File: src/rtl/bpag_pkg.sv
// Package: shared mode and step codes for the base-page address generator.
// Assumes: the sequencer drives these codes directly; codes are fixed by the
// brief and must not be renumbered.
package bpag_pkg;

    typedef enum logic [2:0] {
        MODE_DIRECT = 3'd0,  // {B, d}
        MODE_DIR_X  = 3'd1,  // {B, d+X} wrapped in page
        MODE_DIR_Y  = 3'd2,  // {B, d+Y} wrapped in page
        MODE_IND_X  = 3'd3,  // pointer at {B, d+X}, unindexed
        MODE_IND_Y  = 3'd4,  // pointer at {B, d}, plus Y
        MODE_IND_Z  = 3'd5,  // pointer at {B, d}, plus Z
        MODE_SP_Y   = 3'd6,  // pointer at SP+d, plus Y
        MODE_RSVD   = 3'd7   // behaves as direct
    } mode_e;

    localparam logic [1:0] STEP_PTR_LO = 2'd0;
    localparam logic [1:0] STEP_PTR_HI = 2'd1;

endpackage

File: src/rtl/bpag_base_reg.sv
// Module: base-page register.
// Holds the page used for short addressing. Loads from the accumulator on
// request, clears on synchronous active-low reset.
// Assumes: load and reset are sampled on the rising clock edge only.
module bpag_base_reg #(
    parameter int W = 8
) (
    input  logic         clk,
    input  logic         rst_n,
    input  logic         load,
    input  logic [W-1:0] din,
    output logic [W-1:0] q
);

    // Register update: reset clears, load captures, otherwise hold.
    always_ff @(posedge clk) begin
        if (!rst_n) begin
            q <= '0;
        end else if (load) begin
            q <= din;
        end
    end

endmodule

File: src/rtl/bpag_page_sum.sv
// Module: in-page low-byte adder.
// Adds an offset, an index and a carry-in of one, keeping only W bits so the
// result wraps inside the page and never reaches the page byte.
// Assumes: caller zeroes the index when the mode is not indexed.
module bpag_page_sum #(
    parameter int W = 8
) (
    input  logic [W-1:0] a,
    input  logic [W-1:0] b,
    input  logic         inc,
    output logic [W-1:0] sum
);

    // Wrapped sum; carry out is discarded on purpose.
    always_comb begin
        sum = a + b + W'(inc);
    end

endmodule

File: src/rtl/bpag_wide_add.sv
// Module: full-width address adder.
// Adds a zero-extended byte and a carry-in of one to a full address, with
// carry into the high part and wrap at the top of memory.
// Assumes: AW is wider than W.
module bpag_wide_add #(
    parameter int AW = 16,
    parameter int W  = 8
) (
    input  logic [AW-1:0] base,
    input  logic [W-1:0]  addend,
    input  logic          inc,
    output logic [AW-1:0] sum
);

    // Full carry-propagating sum, wrapping modulo 2**AW.
    always_comb begin
        sum = base + AW'(addend) + AW'(inc);
    end

endmodule

File: src/rtl/bpag_unit.sv
// Module: base-page effective address generator (top).
// Forms the address for each step of the short-address modes: direct,
// page-indexed, pre-indexed indirect (X), post-indexed indirect (Y, Z) and
// stack-vector indirect (Y). The page byte comes from an internal base-page
// register loaded from the accumulator.
// Assumes: mode/step/operands are stable for the cycle; address output is
// combinational so it can drive the bus in the same cycle.
module bpag_unit #(
    parameter int W = 8
) (
    input  logic            clk,
    input  logic            rst_n,
    input  logic            b_we,
    input  logic [W-1:0]    acc_in,
    output logic [W-1:0]    b_out,
    input  logic [2:0]      mode,
    input  logic [1:0]      step,
    input  logic [W-1:0]    offset,
    input  logic [W-1:0]    idx_x,
    input  logic [W-1:0]    idx_y,
    input  logic [W-1:0]    idx_z,
    input  logic [2*W-1:0]  sp,
    input  logic [W-1:0]    ptr_lo,
    input  logic [W-1:0]    ptr_hi,
    output logic [2*W-1:0]  addr
);
    import bpag_pkg::*;

    localparam int AW = 2 * W;

    mode_e         m;
    logic          is_final;
    logic          is_second;
    logic [W-1:0]  idx_sel;
    logic [W-1:0]  page_idx;
    logic          page_inc;
    logic [W-1:0]  ptr_idx;
    logic [W-1:0]  page_lo;
    logic [AW-1:0] sp_addr;
    logic [AW-1:0] ptr_addr;
    logic [W-1:0]  page_q;

    bpag_base_reg #(.W(W)) u_breg (
        .clk   (clk),
        .rst_n (rst_n),
        .load  (b_we),
        .din   (acc_in),
        .q     (page_q)
    );

    assign b_out = page_q;

    // Decode mode code and step phase.
    always_comb begin
        m         = mode_e'(mode);
        is_final  = step[1];
        is_second = (step == STEP_PTR_HI);
    end

    // Pick the index register the mode names.
    always_comb begin
        case (m)
            MODE_DIR_X, MODE_IND_X:            idx_sel = idx_x;
            MODE_DIR_Y, MODE_IND_Y, MODE_SP_Y: idx_sel = idx_y;
            MODE_IND_Z:                        idx_sel = idx_z;
            default:                           idx_sel = '0;
        endcase
    end

    // Route the index to the in-page adder or to the pointer adder.
    always_comb begin
        page_idx = (m inside {MODE_DIR_X, MODE_DIR_Y, MODE_IND_X}) ? idx_sel : '0;
        page_inc = is_second && (m inside {MODE_IND_X, MODE_IND_Y, MODE_IND_Z});
        ptr_idx  = (m inside {MODE_IND_Y, MODE_IND_Z, MODE_SP_Y}) ? idx_sel : '0;
    end

    bpag_page_sum #(.W(W)) u_page (
        .a   (offset),
        .b   (page_idx),
        .inc (page_inc),
        .sum (page_lo)
    );

    bpag_wide_add #(.AW(AW), .W(W)) u_spadd (
        .base   (sp),
        .addend (offset),
        .inc    (is_second),
        .sum    (sp_addr)
    );

    bpag_wide_add #(.AW(AW), .W(W)) u_ptradd (
        .base   ({ptr_hi, ptr_lo}),
        .addend (ptr_idx),
        .inc    (1'b0),
        .sum    (ptr_addr)
    );

    // Select the address for this mode and step.
    always_comb begin
        case (m)
            MODE_IND_X, MODE_IND_Y, MODE_IND_Z:
                addr = is_final ? ptr_addr : {page_q, page_lo};
            MODE_SP_Y:
                addr = is_final ? ptr_addr : sp_addr;
            default:
                addr = {page_q, page_lo};
        endcase
    end

endmodule

File: config.mk
export PLATFORM = sky130hd
export DESIGN_NAME = bpag_unit
export DESIGN_NICKNAME = d
export VERILOG_FILES = /design/src/rtl/bpag_pkg.sv /design/src/rtl/bpag_base_reg.sv /design/src/rtl/bpag_page_sum.sv /design/src/rtl/bpag_wide_add.sv /design/src/rtl/bpag_unit.sv
export SDC_FILE = /design/constraint.sdc
export NUM_CORES = 1
export LEC_CHECK = 0
export BUFFER_PORTS_ARGS = -buffer_cell sky130_fd_sc_hd__buf_2
export CAP_MARGIN = 20
export CELL_PAD_IN_SITES_DETAIL_PLACEMENT = 1
export CELL_PAD_IN_SITES_GLOBAL_PLACEMENT = 2
export CORE_MARGIN = 2
export CORE_UTILIZATION = 25
export CTS_CLUSTER_SIZE = 30
export DETAILED_ROUTE_END_ITERATION = 10
export GPL_ROUTABILITY_DRIVEN = 1
export HOLD_SLACK_MARGIN = 0.15
export PLACE_DENSITY = 0.85
export SYNTH_ARGS = -nofsm -noshare
export SYNTH_HDL_FRONTEND = slang
export SYNTH_SLANG_ARGS = --single-unit
File: constraint.sdc
create_clock -name clk -period 3.8 [get_ports clk]
set_clock_uncertainty 0.05 [all_clocks]
set_input_delay 0.38 -clock clk [delete_from_list [all_inputs] [get_ports clk]]
set_output_delay 0.38 -clock clk [all_outputs]
set_load 0.02 [all_outputs]
== Yosys cells after proc, flatten, opt, wreduce, memory -nomap -nowiden ==
Index checks and enable logic that the tools add are counted.

* Bits in registers: 8
* Bits of input ports: 80
* Output and inout bits: 24
* Word-level logic and storage cells: 26

* $add $sub $neg: 5
* Equal/unequal tests: 7
* Multiplexer cells: 6
* Reduce and logical (&&, ||, !) cells: 7

{| class="wikitable"
|+ Operators by type and width
! operator !! count
|-
| $add A16 B8 Y16 || 2
|-
| $mux W16 || 2
|-
| $pmux W16 S2 || 1
|-
| $pmux W8 S3 || 1
|-
| $add A16 B1 Y16 || 1
|-
| $mux W8 || 2
|-
| $eq A3 B3 Y1 const B || 3
|-
| $reduce_bool A3 Y1 || 3
|-
| $add A8 B1 Y8 || 1
|-
| $add A8 B8 Y8 || 1
|-
| $eq A3 B2 Y1 const B || 2
|-
| $reduce_or A3 Y1 || 2
|-
| $eq A3 B1 Y1 const B || 1
|-
| $eq A2 B1 Y1 const B || 1
|-
| $reduce_or A2 Y1 || 1
|-
| $logic_and A1 B1 Y1 || 1
|}

== Depth between registers and ports, before layout ==
Gate-level depths: netlist of the first run.

* Depth after elaboration: 8
* Depth in mapped cells: 14
* Gate-level depth less buffers: 12

== Cells and area by module ==
From an unflattened synthesis of the first run, not the netlist that was laid out.

* Cell total of the unflattened synthesis: 377
* Area, all modules: 2961.6 µm²

{| class="wikitable"
|+ By module, submodules not included
! module !! times used !! cells each !! area each (µm²) !! seq. area each (µm²)
|-
| bpag_unit || 1 || 190 || 1338.8 || 0.0
|-
| bpag_wide_add at u_spadd || 1 || 59 || 500.5 || 0.0
|-
| bpag_wide_add at u_ptradd || 1 || 60 || 475.5 || 0.0
|-
| bpag_page_sum || 1 || 43 || 345.3 || 0.0
|-
| bpag_base_reg || 1 || 25 || 301.5 || 160.2
|}

== Worst setup path after synthesis of the first run ==
No wires, ideal clock.

* Kind: input-to-output
* From: input port mode[0]
* To: output port addr[10]
* Arrival time: 2917 ps
* Required time: 3370 ps
* Setup slack: 453 ps
* Stages: 14
* Cell sequence: buf_4 > nor2b_1 > clkbuf_1 > a21oi_1 > nor2b_1 > ha_1 > inv_1 > fa_1 > nor2b_1 > o31ai_2 > a211oi_1 > xor2_1 > a211oi_1 > a211oi_1

* Cells in the longest elaborated chain, start to end: 7

{| class="wikitable"
|+ RTL lines
! item !! line !! RTL
|-
| start, declared || bpag_unit.sv:16 || <nowiki>input logic [2:0] mode,</nowiki>
|-
| $eq A3 B2 Y1, or another cell as far along || bpag_unit.sv:62 || <nowiki>case (m)</nowiki>
|-
| $reduce_or A3 Y1 or $reduce_or A2 Y1 (tied branches) || bpag_unit.sv:62 ||
|-
| $pmux W8 S3 || bpag_unit.sv:62 ||
|-
| $mux W8 || bpag_unit.sv:74 || <nowiki>ptr_idx = (m inside {MODE_IND_Y, MODE_IND_Z, MODE_SP_Y}) ? idx_sel : '0;</nowiki>
|-
| $add A16 B8 Y16 || bpag_wide_add.sv:17 || <nowiki>sum = base + AW'(addend) + AW'(inc);</nowiki>
|-
| $mux W16, on equally long branches || bpag_unit.sv:104, bpag_unit.sv:102 ||
|-
| $pmux W16 S2 (*) || bpag_unit.sv:100 || <nowiki>case (m)</nowiki>
|-
| end, declared || bpag_unit.sv:25 || <nowiki>output logic [2*W-1:0] addr</nowiki>
|}

Mark *: on every way between the ends. The rest lies on a longest branch, timed or not.

== Worst setup path in the final report of the first run ==
* From: input port mode[0]
* To: output port addr[14]

The elaborated chain is that of the path after synthesis.

==> results of run 1 <==
## critical path, delay by kind of cell
kind,cells,cell delay (ns)
fa+ha+maj,2,0.60
buf+inv,4,0.59
compound gates,4,0.47
mux,1,0.34
simple gates,4,0.69
## per-stage QoR
stage	total power [mW]	hold WS, ns	utilization, %	area [um^2]
after floorplan	0.371	0.458	-	2310
after global placement	0.514	0.483	32.4	2950
after detailed placement	0.523	0.503	32.4	2950
after CTS	0.631	0.368	32.8	2990
after global routing	0.682	0.392	32.9	2990
final	0.628	0.366	32.9	2990
## worst max-delay path by stage
stage	from	to	slack, ns	cells after the start
after CTS	mode[0]	addr[14]	0.20	15
after global routing	mode[0]	addr[14]	0.05	15
after global placement	mode[0]	addr[14]	0.31	15
final	mode[0]	addr[14]	0.29	15
after floorplan	mode[0]	addr[10]	0.45	14
after detailed placement	mode[0]	addr[14]	0.20	15
## layout by cell type (no fill, tap or decap), types with 2 or more instances in the layout
cell / Yosys / final
o211ai_1: 7 / 7
nand2_1: 31 / 31
o21ai_0: 14 / 14
nor3_1: 5 / 5
dfxtp_1: 8 / 8
a31oi_1: 2 / 2
inv_1: 14 / 14
o21a_1: 4 / 4
buf_2: 2 / 103
xnor2_1: 13 / 13
nor2_1: 25 / 25
nand4_1: 2 / 2
a22oi_1: 9 / 9
a21o_1: 4 / 4
ha_1: 21 / 21
nand3_1: 6 / 6
fa_1: 5 / 5
mux2_2: 2 / 2
a2111oi_2: 2 / 2
nor2b_1: 23 / 23
a211oi_1: 5 / 5
and3_1: 4 / 4
and2b_1: 5 / 5
a21oi_1: 37 / 36
and2_1: 3 / 3
o211ai_2: 2 / 2
xor2_1: 11 / 11
nand2b_1: 10 / 10
clkbuf_8: 0 / 3
nand3b_1: 2 / 2
buf_4: 4 / 6
mux2i_1: 10 / 10
## synthesized netlist by cell type, types with 2 or more instances
cell | instances | area, um^2
o211ai_1 | 7 | 52.6
buf_2 | 2 | 10.0
ha_1 | 21 | 263
nand2_1 | 31 | 116
a2111oi_2 | 2 | 30.0
nor2_1 | 25 | 93.8
nor3_1 | 5 | 25.0
a31oi_1 | 2 | 12.5
dfxtp_1 | 8 | 160
and2b_1 | 5 | 37.5
mux2_2 | 2 | 22.5
xor2_1 | 11 | 96.3
o211ai_2 | 2 | 25.0
a22oi_1 | 9 | 67.6
xnor2_1 | 13 | 114
nand2b_1 | 10 | 62.6
nand3b_1 | 2 | 15.0
a21o_1 | 4 | 30.0
and3_1 | 4 | 25.0
a21oi_1 | 37 | 185
a211oi_1 | 5 | 37.5
buf_4 | 4 | 30.0
nor2b_1 | 23 | 144
inv_1 | 14 | 52.6
o21a_1 | 4 | 30.0
nand3_1 | 6 | 30.0
fa_1 | 5 | 100
mux2i_1 | 10 | 100
o21ai_0 | 14 | 70.1
clkbuf_1 | 5 | 18.8
and2_1 | 3 | 18.8
nand4_1 | 2 | 12.5
## final cells by class
type                       instances  share of cell area [%]
multi-input combinational        285                    68.0
clock buffer                       3                    1.38
timing repair buffer             109                    18.7
sequential                         8                    5.35
inverter                          15                    1.92
tap                              111                    4.64
## cells by family after synthesis
kind of cell,synth area share [%]
simple gates,26.9
compound gates,29.6
buf+inv,5.04
fa+ha+maj,15.7
xor+xnor,9.81
mux,5.96
flops,6.94
## power by group through the flow
stage	clock, mW	sequential [mW]	combinational [mW]
finish	0.104	0.0951	0.429
global route	0.115	0.0957	0.471
CTS	0.106	0.0950	0.430
detailed placement	0	0.0964	0.427
global placement	0	0.0964	0.418
floorplan	0	0.101	0.270
## per-layer routing
| metal | vias to the layer above | part of all wire, % | track usage (%) |
|---|---|---|---|
| met5 | - | 0 | 0 |
| met4 | 0 | 1.4 | 3.16 |
| met3 | 13 | 3.3 | 1.46 |
| met2 | 60 | 49 | 30.5 |
| met1 | 1297 | 46 | 22.7 |
| li1 | 1351 | - | - |
==> flow_summary.ini, run 1 <==
[routing]
route.detailed.drc = 0
totalWireLength_mm = 8.76
wl_per_cell_um = 16.5
drtIter0Drc = 78
drt_first_pass_iters = 4
vias_per_cell = 5.12
ant_nets = 0
vias = 2721

[power]
leakage_nw = 1.42
power.density_mw_per_mm2 = 210
p_clk_share_pct = 16.6
power.switching_uw = 292
combPwrFrac_pct = 68.2
swShare_pct = 46.5
p_seq_share_pct = 15.1
power.internal_uw = 336
peakVddDrop_mv = 0.0638

[cells_and_area]
largest_registers = u_breg.q: 8 flops
fin_cells = 531
finalNetCount = 528
multi_input_area_mm2 = 0.00204
diodes = 0
nFillCells = 1177
top_register = u_breg.q
area_growth_pct = 29.7
largest_reg_flops = 8
regArea_um2 = 160
drive_above_1_share_pct = 30.2

[cts]
clk_pin_slew_ns = 0.04
numCtsBuffers = 3
numClockSinks = 8
post-cts-setup-buffers = 0
clock_tree.buffer_depth = 2
cts_tree = built
cts_resized = 0
cts.hold.buffers_added = 0
cts-htree-levels = 1
cts-root-buf = clkbuf_8
clock_latency_ns = 0.23

[floorplanning]
start_util_pct = 25.3
die-area_mm2 = 0.0100
die_w_um = 100
num_rows = 35
die_h_um = 100
placeableCoreArea_mm2 = 0.00911
ios = 104

[sta]
period_minus_slack_ns = 3.51
fmax_mhz = 285
fin_crit_sh_pct = 92.3
slew_violations = 0
finalWorstSetupSlack_ns = 0.294
finalHoldViolCount = 0
relSlewSlack_pct = 61.3
setup_tns_ns = 0
worst_pin_slew_ns = 0.579
rsz0062_at_grt = false
setup_viol = 0

[critical_path]
r2r.worst_path.cells = 2
r2r-start = u_breg.q[0]
r2r_end = u_breg.q[0]
r2r_setup_slack_ns = 3.05
startpoint_type = input pin
critPathRequiredTime_ns = 3.37
crit_fanout = 11
crit_chain = buf_2, buf_4, and2b_1, a21oi_1, nor2b_1, ha_1, inv_1, fa_1, nor2b_1, o31ai_2, a21oi_2, nor2b_4, mux2_2, o211ai_1, buf_2
cp-end-kind = output port
arrival_ns = 3.08
crit_type = in2out
critPathMaxStageDelay_ns = 0.39
worst_path_max_delay_cell = fa_1

[placement]
numPortBuffers = 103
place_inst = 528
dp_hpwl_mm = 7.65
routabilityCongestion = 0.812
pre_cts_slack_ns = 0.200

[logic_synthesis]
synth_ff_type = dfxtp_1
avgSynthCellArea_um2 = 7.24
synth_cell_types = 54
synth_warnings = 0
syn_inst = 319
syn_nets = 425
ys_ff_latch = 8
synth-edff-count = 0
seq_area_frac_synth_pct = 6.94
synthArstFlopShare_pct = 0
synth_area_mm2 = 0.00231

[job]
drv_cap = 0

[worst_hold_path]
holdPathStages = 3
hold_start = acc_in[4]
worstHoldEndpoint = u_breg.q[4]
holdCritPathClass = in2reg

[global_routing]
antenna_found_initial = 0
grt_max_degree = 14
grt_first_pass_wirelength_mm = 13.9
grt_pass1_vias = 2853
grtUsageTotal_pct = 17.1
overflow = 0

[status]
status = finished, final reports clean
No activity file was read; power rests on OpenSTA's default activity.
==> inputs of run 2 (changes only) <==
--- a/config.mk
+++ b/config.mk
@@ -6,8 +6,7 @@
 export NUM_CORES = 1
 export LEC_CHECK = 0
 export BUFFER_PORTS_ARGS = -buffer_cell sky130_fd_sc_hd__buf_2
-export CAP_MARGIN = 20
-export CELL_PAD_IN_SITES_DETAIL_PLACEMENT = 1
+export CELL_PAD_IN_SITES_DETAIL_PLACEMENT = 0
 export CELL_PAD_IN_SITES_GLOBAL_PLACEMENT = 2
 export CORE_MARGIN = 2
 export CORE_UTILIZATION = 25
==> constraint.sdc (replaced) <==
create_clock -name clk -period 3.33 [get_ports clk]
set_clock_uncertainty 0.05 [all_clocks]
set_input_delay 0.333 -clock clk [delete_from_list [all_inputs] [get_ports clk]]
set_output_delay 0.333 -clock clk [all_outputs]
set_load 0.02 [all_outputs]
==> flow_summary.ini, run 2 (same netlist as run 1, synthesis figures left out) <==
[status]
status = finished, final reports clean

[cells_and_area]
regArea_um2 = 160
area_growth_pct = 39.5
largest_registers = u_breg.q: 8 flops
multi_input_area_mm2 = 0.00209
fin_area_mm2 = 0.00322
diodes = 0
layout_common_cells = buf_2, a21oi_1, nand2_1, buf_4, nor2_1
finalNetCount = 549
drive_above_1_share_pct = 36.1
largest_reg_flops = 8
nFillCells = 999
top_register = u_breg.q
final_common_cell = buf_2

[floorplanning]
die-area_mm2 = 0.0100
die_h_um = 100
placeableCoreArea_mm2 = 0.00911
die_w_um = 100
num_rows = 35
ios = 104
start_util_pct = 25.3

[critical_path]
critPathRequiredTime_ns = 2.95
startpoint_type = input pin
path_delay_family = simple AND/OR/NAND/NOR gates
crit_type = in2out
crit_fanout = 7
critPathMaxStageDelay_ns = 0.40
worst_path_max_delay_cell = or3_4
crit_chain = clkbuf_4, nor2b_4, buf_4, a21oi_1, nor2b_1, ha_1, or3_4, o21a_1, a31oi_4, and2b_1, xnor2_1, a21oi_1, buf_4
cp-end-kind = output port
arrival_ns = 2.78
cp_num_buf_inv = 3

[routing]
wl_per_cell_um = 14.7
totalWireLength_mm = 8.10
drt_first_pass_iters = 4
vias_per_cell = 4.90
route.detailed.drc = 0
ant_nets = 0
drtIter0Drc = 92
vias = 2707

[sta]
setup_tns_ns = 0
setup_viol = 0
fin_crit_sh_pct = 94.9
period_minus_slack_ns = 3.16
finalHoldViolCount = 0
fmax_mhz = 316
worst_pin_slew_ns = 0.519
slew_violations = 0
relSlewSlack_pct = 65.3

[power]
swShare_pct = 44.7
leakage_nw = 1.54
p_seq_share_pct = 14.6
power.density_mw_per_mm2 = 231
peakVddDrop_mv = 0.0825
finalPower_uw = 744
combPwrFrac_pct = 69.7
power.internal_uw = 412
power.switching_uw = 332
p_clk_share_pct = 15.7

[cts]
numClockSinks = 8
cts_tree = built
clock_latency_ns = 0.23
clk_pin_slew_ns = 0.04
numCtsBuffers = 3
clock_tree.buffer_depth = 2
cts.hold.buffers_added = 0
cts-root-buf = clkbuf_8
cts-htree-levels = 1

[placement]
dpl_cell_area_mm2 = 0.00308
dp_hpwl_mm = 7.10
routabilityCongestion = 0.790
numPortBuffers = 103

[global_routing]
grtUsageTotal_pct = 15.5
grt_max_degree = 12
antenna_found_initial = 0
overflow = 0
grt_pass1_vias = 2653
grt_first_pass_wirelength_mm = 12.6

[job]
drv_cap = 0

[worst_hold_path]
holdCritPathClass = in2reg
-- run 2: final timing paths --
path | slack [ns] | from | endpoint | depth (start not counted)
max | 0.17 | mode[0] | addr[11] | 13
min | 0.32 | acc_in[1] | u_breg.q[1] | 3
max reg2reg | 2.60 | u_breg.q[0] | u_breg.q[0] | 2
min reg2reg | 0.50 | u_breg.q[4] | u_breg.q[4] | 2
-- run 2: worst reg2reg max path, delay by kind of cell, from the launching register on --
| kind | cells | cell delay, ns |
|---|---|---|
| DFF | 1 | 0.40 |
| muxes | 1 | 0.10 |
| and+or+nand+nor | 1 | 0.11 |
-- run 2: layout make-up --
class	instances	area share (%)
inverter	15	1.79
multi-input combinational	285	64.9
tap	111	4.31
timing repair buffer	130	22.7
sequential	8	4.97
clock buffer	3	1.28
-- run 2: power by group through the flow --
stage	Combinational, mW	Clock, mW	Sequential [mW]
3_3_place_gp	0.494	0	0.110
3_5_place_dp	0.496	0	0.110
5_1_grt	0.572	0.126	0.109
4_1_cts	0.501	0.123	0.108
2_1_floorplan	0.308	0	0.115
6_report	0.518	0.117	0.108
-- run 2: timing repair --
item                                   4_1_cts  5_1_grt
gates resized for setup                      2       17
pin swaps                                    0        9
setup buffers                                0        4
setup endpoints to repair                    3        9
cloned                                       0        0
endpoints found under the hold margin        0        0
-- run 2: routing by layer --
metal  routed length (um)  GRT usage [%]
met2                 3910           26.9
met1                 3800           21.2
met5                    0              0
met3                  311           1.60
met4                   73           2.53
-- run 2: per-stage QoR --
stage	hold WS (ns)	instances	util, %	setup slack [ns]
2_1_floorplan	0.411	319	-	0.0772
3_3_place_gp	0.489	545	33.8	0.0271
3_5_place_dp	0.489	545	33.8	-0.0370
4_1_cts	0.310	548	34.3	0.0517
5_1_grt	0.339	552	35.3	-0.00467
6_report	0.318	552	35.3	0.169
